[config.mk]
export PLATFORM = sky130hd
export DESIGN_NAME = uart_irq_ctrl
export DESIGN_NICKNAME = d
export VERILOG_FILES = /design/src/rtl/uart_irq_pkg.sv /design/src/rtl/uart_irq_decode.sv /design/src/rtl/uart_irq_status.sv /design/src/rtl/uart_irq_lines.sv /design/src/rtl/uart_irq_ctrl.sv
export SDC_FILE = /design/constraint.sdc
export NUM_CORES = 1
export LEC_CHECK = 0
export ABC_AREA = 1
export CAP_MARGIN = 20
export CORE_MARGIN = 1
export CORE_UTILIZATION = 44
export CTS_CLUSTER_DIAMETER = 80
export DETAILED_ROUTE_END_ITERATION = 6
export PLACE_DENSITY = 0.79
export SYNTH_ARGS = -nofsm -noshare
export SYNTH_HDL_FRONTEND = slang
export SYNTH_SLANG_ARGS = --single-unit
export TNS_END_PERCENT = 1
[constraint.sdc]
create_clock -name clk -period 1.34 [get_ports clk]
set_input_delay 0.201 -clock clk [delete_from_list [all_inputs] [get_ports clk]]
set_output_delay 0.201 -clock clk [all_outputs]
set_load 0.05 [all_outputs]
[src/rtl/uart_irq_pkg.sv]
package uart_irq_pkg;

    localparam int NSRC  = 11;
    localparam int NLINE = 6;
    localparam int OFS_W = 3;

    localparam int B_RX   = 4;
    localparam int B_TX   = 5;
    localparam int B_TOUT = 6;

    localparam logic [NSRC-1:0] GRP_ALL   = 11'h7FF;
    localparam logic [NSRC-1:0] GRP_RX    = 11'h010;
    localparam logic [NSRC-1:0] GRP_TX    = 11'h020;
    localparam logic [NSRC-1:0] GRP_TOUT  = 11'h040;
    localparam logic [NSRC-1:0] GRP_MODEM = 11'h00F;
    localparam logic [NSRC-1:0] GRP_ERR   = 11'h780;

    // Index 0 = combined line, then rx, tx, timeout, modem, error
    localparam logic [NLINE-1:0][NSRC-1:0] LINE_GROUPS =
        {GRP_ERR, GRP_MODEM, GRP_TOUT, GRP_TX, GRP_RX, GRP_ALL};

    typedef enum logic [OFS_W-1:0] {
        OFS_TXDATA = 3'd0,
        OFS_MASK   = 3'd1,
        OFS_RAW    = 3'd2,
        OFS_MASKED = 3'd3,
        OFS_CLEAR  = 3'd4
    } reg_ofs_e;

    typedef struct packed {
        logic            tx_wr;
        logic            mask_wr;
        logic            clr_wr;
        logic [NSRC-1:0] bits;
    } bus_cmd_t;

    function automatic logic group_hit(logic [NSRC-1:0] masked,
                                       logic [NSRC-1:0] grp);
        return |(masked & grp);
    endfunction

endpackage

[src/rtl/uart_irq_decode.sv]
module uart_irq_decode
    import uart_irq_pkg::*;
#(
    parameter int ADDR_W = 3,
    parameter int DATA_W = 16
) (
    input  logic              bus_sel,
    input  logic              bus_wr,
    input  logic [ADDR_W-1:0] bus_addr,
    input  logic [DATA_W-1:0] bus_wdata,
    input  logic [NSRC-1:0]   raw_q,
    input  logic [NSRC-1:0]   mask_q,
    output bus_cmd_t          cmd,
    output logic [DATA_W-1:0] bus_rdata
);
    logic wr_en;
    assign wr_en = bus_sel && bus_wr;

    always_comb begin
        cmd.tx_wr   = wr_en && (bus_addr == ADDR_W'(OFS_TXDATA));
        cmd.mask_wr = wr_en && (bus_addr == ADDR_W'(OFS_MASK));
        cmd.clr_wr  = wr_en && (bus_addr == ADDR_W'(OFS_CLEAR));
        cmd.bits    = bus_wdata[NSRC-1:0];
    end

    always_comb begin
        bus_rdata = '0;
        if (bus_sel && !bus_wr) begin
            case (bus_addr)
                ADDR_W'(OFS_MASK):   bus_rdata = DATA_W'(mask_q);
                ADDR_W'(OFS_RAW):    bus_rdata = DATA_W'(raw_q);
                ADDR_W'(OFS_MASKED): bus_rdata = DATA_W'(raw_q & mask_q);
                default:             bus_rdata = '0;
            endcase
        end
    end
endmodule

[src/rtl/uart_irq_status.sv]
module uart_irq_status
    import uart_irq_pkg::*;
(
    input  logic            clk,
    input  logic            rst,
    input  logic [NSRC-1:0] evt_set,
    input  bus_cmd_t        cmd,
    output logic [NSRC-1:0] raw_q,
    output logic [NSRC-1:0] mask_q,
    output logic [NSRC-1:0] raw_d,
    output logic [NSRC-1:0] mask_d
);
    logic [NSRC-1:0] set_vec;
    logic [NSRC-1:0] clr_vec;

    always_comb begin
        set_vec = evt_set;
        if (cmd.tx_wr) set_vec[B_TX] = 1'b1;
        clr_vec = cmd.clr_wr ? cmd.bits : '0;
        raw_d   = (raw_q & ~clr_vec) | set_vec;
        mask_d  = cmd.mask_wr ? cmd.bits : mask_q;
    end

    always_ff @(posedge clk) begin
        if (rst) begin
            raw_q  <= '0;
            mask_q <= '0;
        end else begin
            raw_q  <= raw_d;
            mask_q <= mask_d;
        end
    end

    AST_SET_LANDS: assert property (@(posedge clk) disable iff (rst)
        (|evt_set) |=> ((raw_q & $past(evt_set)) == $past(evt_set)));
    AST_TX_SETS: assert property (@(posedge clk) disable iff (rst)
        cmd.tx_wr |=> raw_q[B_TX]);
    AST_CLEAR_W1C: assert property (@(posedge clk) disable iff (rst)
        cmd.clr_wr |=> ((raw_q & $past(cmd.bits & ~evt_set
                         & ~(cmd.tx_wr ? GRP_TX : '0))) == '0));
    AST_SET_WINS: assert property (@(posedge clk) disable iff (rst)
        (cmd.clr_wr && |(cmd.bits & evt_set))
        |=> ((raw_q & $past(cmd.bits & evt_set)) != '0));
    AST_MASK_WRITE: assert property (@(posedge clk) disable iff (rst)
        cmd.mask_wr |=> (mask_q == $past(cmd.bits)));
    AST_RAW_HOLD: assert property (@(posedge clk) disable iff (rst)
        (!cmd.clr_wr && !cmd.tx_wr && evt_set == '0) |=> $stable(raw_q));
endmodule

[src/rtl/uart_irq_lines.sv]
module uart_irq_lines
    import uart_irq_pkg::*;
(
    input  logic             clk,
    input  logic             rst,
    input  logic [NSRC-1:0]  raw_d,
    input  logic [NSRC-1:0]  mask_d,
    output logic [NLINE-1:0] irq_q
);
    logic [NSRC-1:0]  masked_d;
    logic [NLINE-1:0] line_d;

    assign masked_d = raw_d & mask_d;

    for (genvar g = 0; g < NLINE; g++) begin : g_line
        assign line_d[g] = group_hit(masked_d, LINE_GROUPS[g]);
    end

    always_ff @(posedge clk) begin
        if (rst) irq_q <= '0;
        else     irq_q <= line_d;
    end
endmodule

[src/rtl/uart_irq_ctrl.sv]
module uart_irq_ctrl
    import uart_irq_pkg::*;
#(
    parameter int ADDR_W = 3,
    parameter int DATA_W = 16,
    parameter int BYTE_W = 8
) (
    input  logic              clk,
    input  logic              rst,
    input  logic [NSRC-1:0]   evt_set,
    input  logic              bus_sel,
    input  logic              bus_wr,
    input  logic [ADDR_W-1:0] bus_addr,
    input  logic [DATA_W-1:0] bus_wdata,
    output logic [DATA_W-1:0] bus_rdata,
    output logic [BYTE_W-1:0] tx_byte,
    output logic              tx_byte_stb,
    output logic [NLINE-1:0]  irq_out
);
    bus_cmd_t        cmd;
    logic [NSRC-1:0] raw_q, mask_q, raw_d, mask_d;

    uart_irq_decode #(.ADDR_W(ADDR_W), .DATA_W(DATA_W)) u_decode (
        .bus_sel(bus_sel), .bus_wr(bus_wr), .bus_addr(bus_addr),
        .bus_wdata(bus_wdata), .raw_q(raw_q), .mask_q(mask_q),
        .cmd(cmd), .bus_rdata(bus_rdata)
    );

    uart_irq_status u_status (
        .clk(clk), .rst(rst), .evt_set(evt_set), .cmd(cmd),
        .raw_q(raw_q), .mask_q(mask_q), .raw_d(raw_d), .mask_d(mask_d)
    );

    uart_irq_lines u_lines (
        .clk(clk), .rst(rst), .raw_d(raw_d), .mask_d(mask_d), .irq_q(irq_out)
    );

    always_ff @(posedge clk) begin
        if (rst) begin
            tx_byte     <= '0;
            tx_byte_stb <= 1'b0;
        end else begin
            tx_byte_stb <= cmd.tx_wr;
            if (cmd.tx_wr) tx_byte <= bus_wdata[BYTE_W-1:0];
        end
    end

    AST_COMBINED_LINE: assert property (@(posedge clk) disable iff (rst)
        1'b1 |=> (irq_out[0] == |(raw_q & mask_q)));
    AST_ERR_LINE: assert property (@(posedge clk) disable iff (rst)
        1'b1 |=> (irq_out[5] == |(raw_q & mask_q & GRP_ERR)));
    AST_STB_PULSE: assert property (@(posedge clk) disable iff (rst)
        tx_byte_stb |-> $past(cmd.tx_wr));
endmodule

**Yosys cells after proc, flatten, opt, wreduce, memory -nomap -nowiden**

Index checks and enable logic that the tools add are counted.

- Flip-flop bits (word level): 37
- Input port bits: 34
- Output and inout bits: 31
- Word-level logic and storage cells: 29

- Equal/unequal tests: 4
- Multiplexer cells: 5
- Bitwise operators: 5
- Reductions and logical operators: 10

Operators with widths:

| kind | number |
|---|---|
| 16-bit one-hot mux with 3 select lines | 1 |
| 11-bit AND | 3 |
| 11-bit two-way mux | 2 |
| 16-bit two-way mux | 1 |
| 11-bit NOT | 1 |
| 11-bit OR | 1 |
| 11-bit OR reduction | 1 |
| 4-bit OR reduction | 2 |
| 3-bit by 2-bit equality test with 1-bit output (second input constant) | 2 |
| 1-bit logical AND | 5 |
| 3-bit by 1-bit equality test with 1-bit output (second input constant) | 1 |
| 3-bit equality test (second input constant) | 1 |
| 3-bit zero test | 1 |
| 1-bit zero test | 1 |
| 1-bit two-way mux | 1 |

**Logic depth before layout (Yosys ltp)**

Gate-level depths: netlist of the first run.

- Depth after elaboration: 8
- Depth in mapped cells: 12
- Depth with buffers taken out: 12

**Hierarchy**

A second synthesis of the first run with hierarchy kept.

- Cell total of the unflattened synthesis: 306
- Area, all modules: 2011.9 um^2

Modules (own cells, without submodules):

| module | times used | cells an instance | area an instance (um^2) | sequential area each (um^2) |
|---|---|---|---|---|
| uart_irq_status | 1 | 127 | 890.9 | 440.4 |
| uart_irq_decode | 1 | 90 | 518.0 | 0.0 |
| uart_irq_ctrl | 1 | 54 | 369.1 | 180.2 |
| uart_irq_lines | 1 | 35 | 234.0 | 120.1 |

**Worst setup path after synthesis of the first run**

Ideal clock, no wire load.

- Path type: in2out
- Start point: in bus_addr[2]
- End point: out bus_rdata[0]
- Arrival: 1984 ps
- Required time: 1139 ps
- Setup slack: -845 ps
- Stages: 5
- Path buffers: 1
- Path through: inv_2 nand2_1 or3_1 clkbuf_1 a211oi_1

- Word-level cells in the longest chain between the ends: 3
- Elaborated cells between the ends (all ways): 5
- Classes of those cells: 3 x eq/ne; 2 x mux

Ends and longest elaborated chain:

| element | RTL line | text |
|---|---|---|
| start, declared | uart_irq_ctrl.sv:13 | `input logic [ADDR_W-1:0] bus_addr,` |
| 3-bit by 2-bit equality test with 1-bit output or 3-bit by 1-bit equality test with 1-bit output (tied branches) | uart_irq_decode.sv:29 | `case (bus_addr)` |
| 16-bit one-hot mux with 3 select lines (*) | uart_irq_decode.sv:29 |  |
| 16-bit two-way mux (*) | uart_irq_decode.sv:28 | `if (bus_sel && !bus_wr) begin` |
| end, declared | uart_irq_ctrl.sv:15 | `output logic [DATA_W-1:0] bus_rdata,` |

Mark *: on every way between the ends. The rest lies on a longest branch, timed or not.

**Worst setup path in the final report of the first run**

Same ends and word-level chain as after synthesis.

==> results of run 1 <==
## sequential cells by signal (all words and copies together), names as in the netlist
name             count
u_lines.irq_q        6
tx_byte              8
tx_byte_stb          1
u_status.raw_q      11
u_status.mask_q     11
## metal layers
layer	global-route usage (%)	vias up	part of all wire, %
li1	-	1012	-
met1	29.3	958	38
met2	49.2	100	52
met3	5.52	16	7.2
met4	10.6	0	2.4
met5	0	-	0
## metrics by stage
step	util [%]	setup WS, ns	hold slack (ns)	power (mW)	std cells
detailed placement	78.6	-0.683	0.474	1.69	394
global placement	78.6	-0.641	0.471	1.68	394
finish	82.6	-0.192	0.427	2.47	404
floorplan	-	-0.241	0.355	1.45	277
global route	82.6	-0.215	0.440	2.57	404
CTS	81.7	-0.226	0.470	2.46	403
## area by class of cell
cell class / instances / area, um^2 / share of cell area [%]
Clock buffer: 7 / 86.3 / 2.75
Inverter: 37 / 141 / 4.51
Multi-Input combinational cell: 187 / 1030 / 33.0
Sequential cell: 37 / 741 / 23.6
Tap cell: 48 / 60.1 / 1.91
Timing Repair Buffer: 88 / 1070 / 34.2
## power by group through the flow
| stage | sequential [mW] | clock [mW] | combinational, mW |
|---|---|---|---|
| floorplan | 1.22 | 0 | 0.227 |
| global placement | 1.19 | 0 | 0.486 |
| detailed placement | 1.19 | 0 | 0.495 |
| CTS | 1.17 | 0.787 | 0.511 |
| global route | 1.17 | 0.845 | 0.561 |
| finish | 1.17 | 0.779 | 0.530 |
## tightest hold or removal path: cells and delay by family
kind | cells | cell delay [ns]
and+or+nand+nor | 3 | 0.21
AOI/OAI and AO/OA | 1 | 0.10
buffers and inverters | 2 | 0.16
## timing repair
action                                  in CTS  in global routing
setup buffers                                1                  1
pin swaps                                    5                  4
hold endpoints to repair                     0                  0
gates resized for setup                     28                  9
endpoints found under the setup margin      29                 17
gates cloned                                 1                  0
## Yosys cell counts (all sizes together)
| library cell | n | area [um^2] |
|---|---|---|
| nand2 | 75 | 282 |
| nand3 | 25 | 130 |
| buf | 10 | 72.6 |
| clkbuf | 7 | 26.3 |
| o21ai | 13 | 65.1 |
| a211oi | 11 | 82.6 |
| conb | 1 | 3.75 |
| or3 | 1 | 6.26 |
| dfxtp | 37 | 741 |
| a21oi | 27 | 135 |
| inv | 37 | 139 |
| nor2 | 29 | 119 |
## kinds of logic after synthesis
family | after synthesis | synth area share (%)
and+or+nand+nor | 130 | 29.8
other | 1 | 0.208
DFF | 37 | 41.1
AOI/OAI and AO/OA | 51 | 15.7
buffers and inverters | 54 | 13.2
## final timing paths
check	cells past startpoint	endpoint	slack (ns)
max	6	bus_rdata[0]	-0.19
min	6	u_status.mask_q[2]	0.43
max reg2reg	7	u_lines.irq_q[4]	0.11
min reg2reg	2	tx_byte[7]	0.49
==> results_dict.tcl, run 1 <==
set metrics [dict create \
    criticalPathCategory "in -> out" \
    grt_pass1_vias 1967 \
    powerDensity_nw_per_um2 789 \
    status "finished, violations left" \
    die_area_um2 4350 \
    layout_commonest_cell "nand2_1" \
    cts_tree "done" \
    num_rows 22 \
    drtPass1Iterations 4 \
    peakVddDrop_mv 0.757 \
    ctsRootBufferMaster "clkbuf_8" \
    worstSetupEndpointType "primary output" \
    drc 0 \
    rsz0062_at_grt "true" \
    syn_inst 273 \
    crit_required_ns 1.14 \
    timing.final.ws_setup_ns -0.192 \
    share_comb_of_total_power_pct 21.4 \
    hold_start "bus_addr[2]" \
    worst_setup_path_start_kind "input pin" \
    fin_skew_ns 0.00193 \
    wl_um 5750 \
    synth-seq-cells 37 \
    cp.arrival_ns 1.33 \
    final.setup.tns_ns -1.91 \
    power_switching_uw 696 \
    crit_buf_inv 3 \
    clockBufferDepth 2 \
    crit_chain "buf_8 -> inv_4 -> nand2_4 -> or3_4 -> a211oi_4 -> buf_12" \
    hold_buffers 0 \
    cp-startpoint "bus_addr[2]" \
    clkTransAtPathRegs_ns 0.07 \
    clkSinkCount 37 \
    r2r-start "u_status.mask_q[3]" \
    antenna_found_initial 0 \
    setup_viol 12 \
    core_um2 3800 \
    h-tree-depth 2 \
    crit_family "simple AND/OR/NAND/NOR gates" \
    hold_path.class "in -> reg" \
    initial_utilization_pct 47.4 \
    min_period_ns 1.53 \
    crit_slowest_cell "or3_4" \
    grt_overflow 0 \
    synth.avg_cell_area_um2 6.60 \
    vias_per_cell 5.16 \
    die_w_um 66.0 \
    final_area_um2 3140 \
    io_buffers 54 \
    p_clk_share_pct 31.5 \
    ant_nets 0 \
    violations "negative setup slack" \
    clkLatencyLatePin_ns 0.29 \
    seqPwrFrac_pct 47.1 \
    maxCapViolations 0 \
    power.leakage_nw 1.32 \
    via_count 2086 \
    drt_iter0_drc 193 \
    drive_gt1_share_pct 27.5 \
    yosysSeqAreaShare_pct 41.1 \
    ys_warn_count 0 \
    fmax_ghz 0.653 \
    synth.distinct_cells 19 \
    grt_pass1_wl_um 8670 \
    grt_max_degree 29 \
    slowest_delay_ns 0.47 \
    final_max_slew_viol_count 0 \
    track_usage_pct 26.6 \
    fin_crit_sh_pct 114 \
    nFillCells 229 \
    sw_frac_of_total_pct 28.1 \
    fp.dieH_um 66.0 \
    ioPinCount 65 \
    internal_power_mw 1.78 \
    routabilityCongestion 0.852 \
    hpwlAfterDp_um 3780 \
    final_nets 390 \
    dpl_cell_area_um2 2990 \
    cts_buffers 5 \
    area_delta_synth_final_pct 74.1 \
    hold_viol 0 \
    synthesis.area_um2 1800 \
    n_antenna_cell 0 \
    wl_per_cell_um 14.2 \
    critical_path.max_fanout 6 \
    most-common-layout-cells "nand2_1 (73), dfxtp_1 (37), inv_1 (34), buf_4 (30), buf_12 (28)" \
]
(Power assumes the default switching activity.)
==> run 2, diff against run 1 <==
- clock period: 1.34 -> 1.7 ns (I/O delays scaled with it)
==> run 2 against run 1 <==
Net effect: highest routed layer unchanged; largest power group unchanged; worst hold slack better by 0.016 ns; combinational power is 26% lower; the flow still finishes with violations (negative setup slack); routed wire length is 8.8% lower.
==> results_dict.tcl, run 2 (synthesis results as in run 1) <==
set metrics [dict create \
    powerDensity_nw_per_um2 641 \
    cp-startpoint "bus_addr[2]" \
    maxCapViolations 0 \
    cp-endpoint "bus_rdata[7]" \
    hold_start "tx_byte[1]" \
    core_um2 3800 \
    io_buffers 54 \
    ioPinCount 65 \
    power.leakage_nw 1.28 \
    dp.cells 398 \
    r2r-start "u_status.mask_q[8]" \
    drt_iter0_drc 95 \
    p_total_mw 1.87 \
    antenna_found_initial 0 \
    worstRegToRegCells 8 \
    internal_power_mw 1.34 \
    final_max_slew_viol_count 0 \
    clockBufferDepth 2 \
    fin_crit_sh_pct 104 \
    status "finished, violations left" \
    share_comb_of_total_power_pct 21.0 \
    num_rows 22 \
    min_period_ns 1.78 \
    nFillCells 294 \
    cts_buffers 5 \
    die_area_um2 4350 \
    grt_pass1_wl_um 8780 \
    ant_nets 0 \
    fin_skew_ns 0.00846 \
    dpl_cell_area_um2 2770 \
    drive_gt1_share_pct 26.7 \
    final.setup.tns_ns -0.377 \
    criticalPathCategory "in -> out" \
    drc 0 \
    seqPwrFrac_pct 48.7 \
    via_count 2049 \
    critical_path.max_fanout 5 \
    worstSetupEndpointType "primary output" \
    n_antenna_cell 0 \
    utilization_pct 77.0 \
    hold_path.class "reg -> reg" \
    timing.final.ws_setup_ns -0.0754 \
    grt_max_degree 29 \
    layout_commonest_cell "nand2_1" \
    fp.dieH_um 66.0 \
    track_usage_pct 27.0 \
    peakVddDrop_mv 0.545 \
    die_w_um 66.0 \
    sw_frac_of_total_pct 28.7 \
    clkLatencyLatePin_ns 0.29 \
    hpwlAfterDp_um 3670 \
    routabilityCongestion 0.887 \
    r2r_end "u_lines.irq_q[0]" \
    wl_per_cell_um 12.9 \
    area_delta_synth_final_pct 62.4 \
    fin_cells 407 \
    final_nets 394 \
    cp.arrival_ns 1.52 \
    wl_um 5240 \
    most-common-layout-cells "nand2_1 (74), buf_4 (47), dfxtp_1 (37), inv_1 (35), a21oi_1 (27)" \
    h-tree-depth 2 \
    vias_per_cell 5.03 \
    grt_pass1_vias 1955 \
    reg.largest.list "u_status.mask_q (11), u_status.raw_q (11), tx_byte (8)" \
    rsz0062_at_grt "true" \
    hold_viol 0 \
    dpl_worst_slack_ns -0.387 \
    p_clk_share_pct 30.3 \
    final_area_um2 2930 \
    setup_viol 7 \
    ff2ff_setup_slack_ns 0.53 \
    fmax_ghz 0.563 \
    ctsRootBufferMaster "clkbuf_8" \
    grt_overflow 0 \
    worst_setup_path_start_kind "input pin" \
    clkTransAtPathRegs_ns 0.07 \
    crit_required_ns 1.44 \
    cts_tree "done" \
    initial_utilization_pct 47.4 \
    violations "negative setup slack" \
    power_switching_uw 539 \
    hold_slack_ns 0.443 \
    drtPass1Iterations 4 \
    clkSinkCount 37 \
]
## run 2: worst min path at each step
stage | end | slack (ns) | depth (start not counted)
2_1_floorplan | u_status.raw_q[0] | 0.41 | 2
4_1_cts | tx_byte[5] | 0.45 | 2
6_report | tx_byte[1] | 0.44 | 2
3_3_place_gp | tx_byte[1] | 0.43 | 2
3_5_place_dp | tx_byte[5] | 0.44 | 2
5_1_grt | tx_byte[7] | 0.48 | 2
## run 2: repair_timing
action / in CTS / in global routing
hold buffers: 0 / 0
buffers inserted: 2 / 0
endpoints found under the setup margin: 14 / 8
pin swaps: 6 / 2
gates cloned: 1 / 0
gates resized for setup: 33 / 3
## run 2: final cells by class
cell class | instances | area [um^2] | area share, %
Multi-Input combinational cell | 186 | 996 | 34.0
Clock inverter | 1 | 5.00 | 0.171
Inverter | 37 | 141 | 4.83
Timing Repair Buffer | 93 | 913 | 31.2
Clock buffer | 5 | 68.8 | 2.35
Sequential cell | 37 | 741 | 25.3
Tap cell | 48 | 60.1 | 2.05
## run 2: power by group through the flow
stage | clock, mW | combinational [mW] | sequential (mW)
CTS | 0.585 | 0.389 | 0.912
finish | 0.569 | 0.393 | 0.913
global placement | 0 | 0.368 | 0.932
global route | 0.620 | 0.422 | 0.916
detailed placement | 0 | 0.375 | 0.932
floorplan | 0 | 0.174 | 0.960
## run 2: per-layer routing
metal | GRT usage (%) | wire, um | up-vias
li1 | - | - | 1020
met1 | 31.0 | 2120 | 947
met2 | 47.4 | 2650 | 73
met3 | 6.55 | 360 | 9
met4 | 11.4 | 114 | 0
met5 | 0 | 0 | -
## run 2: worst max-delay path, cell delays in order
cell and delay, ns:
buf_8 0.10, inv_4 0.05, nand2_2 0.04, or3_4 0.40, buf_6 0.14, buf_12 0.14
a211oi_4 0.22, buf_12 0.17
==> run 3, diff against run 2 <==
--- a/config.mk
+++ b/config.mk
@@ -6,8 +6,7 @@
 export NUM_CORES = 1
 export LEC_CHECK = 0
-export ABC_AREA = 1
 export CAP_MARGIN = 20
 export CORE_MARGIN = 1
-export CORE_UTILIZATION = 44
+export CORE_UTILIZATION = 43
 export CTS_CLUSTER_DIAMETER = 80
 export DETAILED_ROUTE_END_ITERATION = 6
==> constraint.sdc (replaced) <==
create_clock -name clk -period 1.7 [get_ports clk]
set_input_delay 0.255 -clock clk [delete_from_list [all_inputs] [get_ports clk]]
set_output_delay 0.255 -clock clk [all_outputs]
set_load 0.005 [all_outputs]
==> run 3 against run 2 <==
Net effect: the flow now finishes without violations; sequential share of layout area fell by 0.85 points; register-to-register slack hardly changed; routed wire length grew 19%; synthesized area decreased by 5.8%; setup slack gained 0.084 ns; clock skew is 0.0059 ns lower; first-iteration DRC count is 49% higher; power is 4.4% higher; sequential power grew 0.8%; clock power up 11%; via count decreased by 0.88%; non-clock buffer count up 17; critical path type is now in -> reg; largest cell class unchanged.
==> results_dict.tcl, run 3 <==
set metrics [dict create \
    clkSinkCount 37 \
    fin_crit_sh_pct 99.5 \
    synth_most_common_cell "dfxtp_1" \
    wl_per_cell_um 17.2 \
    layout_commonest_cell "buf_4" \
    ant_nets 0 \
    track_usage_pct 28.2 \
    ys_async_sr_fraction_pct 0 \
    final_max_slew_viol_count 0 \
    hold_start "tx_byte[0]" \
    r2r_end "u_lines.irq_q[0]" \
    drtPass1Iterations 4 \
    clkTransAtPathRegs_ns 0.07 \
    ctsRootBufferMaster "clkbuf_8" \
    synth_edf_count 0 \
    synthesis.area_um2 1700 \
    synth_flop_cell "dfxtp_1" \
    hold_buffers 0 \
    wl_um 6230 \
    cts_tree "done" \
    slowest_delay_ns 0.35 \
    worst_setup_path_start_kind "input pin" \
    criticalPathCategory "in -> reg" \
    grt_pass1_vias 1906 \
    crit_chain "dlygate4sd2_1 -> buf_4 -> nor4bb_4 -> buf_4 -> a21oi_1 -> a21oi_1 -> o22a_1 -> a41oi_2" \
    antenna_found_initial 0 \
    r2r-start "u_status.raw_q[1]" \
    drc 0 \
    synth.avg_cell_area_um2 8.12 \
    core_um2 3720 \
    die_w_um 64.8 \
    synth_area_leaders "dfxtp_1 (44%), a21oi_1 (9.4%), a221oi_1 (5.7%), inv_1 (5.1%), nor2_1 (4.2%)" \
    min_period_ns 1.69 \
    p_total_mw 1.96 \
    most-common-layout-cells "buf_4 (48), clkdlybuf4s50_1 (38), dfxtp_1 (37), a21oi_1 (23), inv_1 (22)" \
    grt_max_degree 38 \
    synth-seq-cells 37 \
    fin_cells 361 \
    synth_top_area_share_pct 43.7 \
    hpwlAfterDp_um 3490 \
    crit_required_ns 1.87 \
    grt_pass1_wl_um 8910 \
    setup_viol 0 \
    ff2ff_setup_slack_ns 0.53 \
    crit_buf_inv 3 \
    yosysSeqAreaShare_pct 43.7 \
    worstRegToRegCells 4 \
    synth.distinct_cells 28 \
    powerDensity_nw_per_um2 647 \
    n_antenna_cell 0 \
    cp.arrival_ns 1.86 \
    final_nets 347 \
    via_count 2031 \
    crit_slowest_cell "nor4bb_4" \
    utilization_pct 81.4 \
    cts_buffers 5 \
    die_area_um2 4200 \
    drive_gt1_share_pct 39.6 \
    vias_per_cell 5.63 \
    hold_path.class "reg -> reg" \
    worstSetupEndpointType "flop" \
    power.leakage_nw 1.15 \
    status "complete, no violations" \
    hold_viol 0 \
    timing.final.ws_setup_ns 0.00903 \
    fp.dieH_um 64.8 \
    synth_top_cell_by_area "dfxtp_1" \
    maxCapViolations 0 \
    reg.largest.list "u_status.mask_q (11), u_status.raw_q (11), tx_byte (8)" \
    fin_skew_ns 0.00252 \
    drt_iter0_drc 142 \
    final.setup.tns_ns 0 \
    critical_path.max_fanout 6 \
    routabilityCongestion 0.918 \
    syn_inst 209 \
    clkLatencyLatePin_ns 0.29 \
    ioPinCount 65 \
    holdPathStages 2 \
    nFillCells 211 \
    area_delta_synth_final_pct 78.4 \
    grt_overflow 0 \
    hold_end "tx_byte[0]" \
    ys_warn_count 0 \
    io_buffers 54 \
    dpl_worst_slack_ns -0.677 \
    crit_family "buffers and inverters" \
    h-tree-depth 2 \
    initial_utilization_pct 45.7 \
    dp.cells 344 \
    num_rows 22 \
    clockBufferDepth 2 \
    peakVddDrop_mv 0.553 \
    synth.top_cells.by_count "dfxtp_1 (37), a21oi_1 (32), inv_1 (23), nor2_1 (19), nand2_1 (17)" \
    fmax_ghz 0.591 \
]
## run 3: layout make-up
cell class	count	area, um^2	share of cell area (%)
tap	48	60.1	1.98
timing repair buffer	110	923	30.5
inverter	23	90.1	2.98
clock buffer	7	86.3	2.85
sequential	37	741	24.5
multi-input combinational	136	1130	37.2
## run 3: tightest hold or removal path, stage by stage, from the launching register on
cell and delay [ns]:
dfxtp_1 0.31, nand2_1 0.05, a21oi_1 0.06
## run 3: cells by family (layout without fill, tap and decap cells)
family	Yosys count	after routing	share of synthesized area (%)
buffers and inverters	40	140	10.3
other	1	5	0.221
flip-flops	37	37	43.7
AO/OA/AOI/OAI	63	63	25.1
AND/OR/NAND/NOR	68	68	20.7
## run 3: what timing repair did
item	in CTS	in global routing
gates cloned	1	1
pin swaps	8	8
endpoints found under the setup margin	20	3
setup buffers	1	7
gates resized for setup	97	28
## run 3: how the worst max path moves through the flow
| stage | start | cells past startpoint | slack (ns) | endpoint |
|---|---|---|---|---|
| floorplan | bus_addr[1] | 6 | 0.0003 | u_lines.irq_q[0] |
| global placement | bus_wr | 7 | -0.60 | u_lines.irq_q[0] |
| detailed placement | bus_wr | 7 | -0.68 | u_lines.irq_q[0] |
| CTS | bus_addr[0] | 7 | 0.01 | u_lines.irq_q[0] |
| global route | bus_addr[2] | 8 | -0.08 | u_lines.irq_q[0] |
| finish | bus_addr[2] | 8 | 0.009 | u_lines.irq_q[0] |
## run 3: power breakdown
group | switching (mW) | internal [mW]
combinational | 0.195 | 0.211
sequential | 0.0237 | 0.896
clock | 0.310 | 0.322
total | 0.528 | 1.43
## run 3: metrics by stage
stage                     cell area (um^2)  hold WS [ns]
after CTS                             2870         0.463
after floorplan                       1710         0.390
after global placement                2580         0.445
after detailed placement              2580         0.455
after global routing                  3030         0.482
final                                 3030         0.459
## run 3: layer usage
layer / GRT usage (%) / up-vias / wire (um)
met4: 12.2 / 0 / 312
li1: - / 932 / -
met1: 33.8 / 962 / 2550
met2: 47.5 / 102 / 2940
met5: 0 / - / 0
met3: 6.69 / 35 / 429
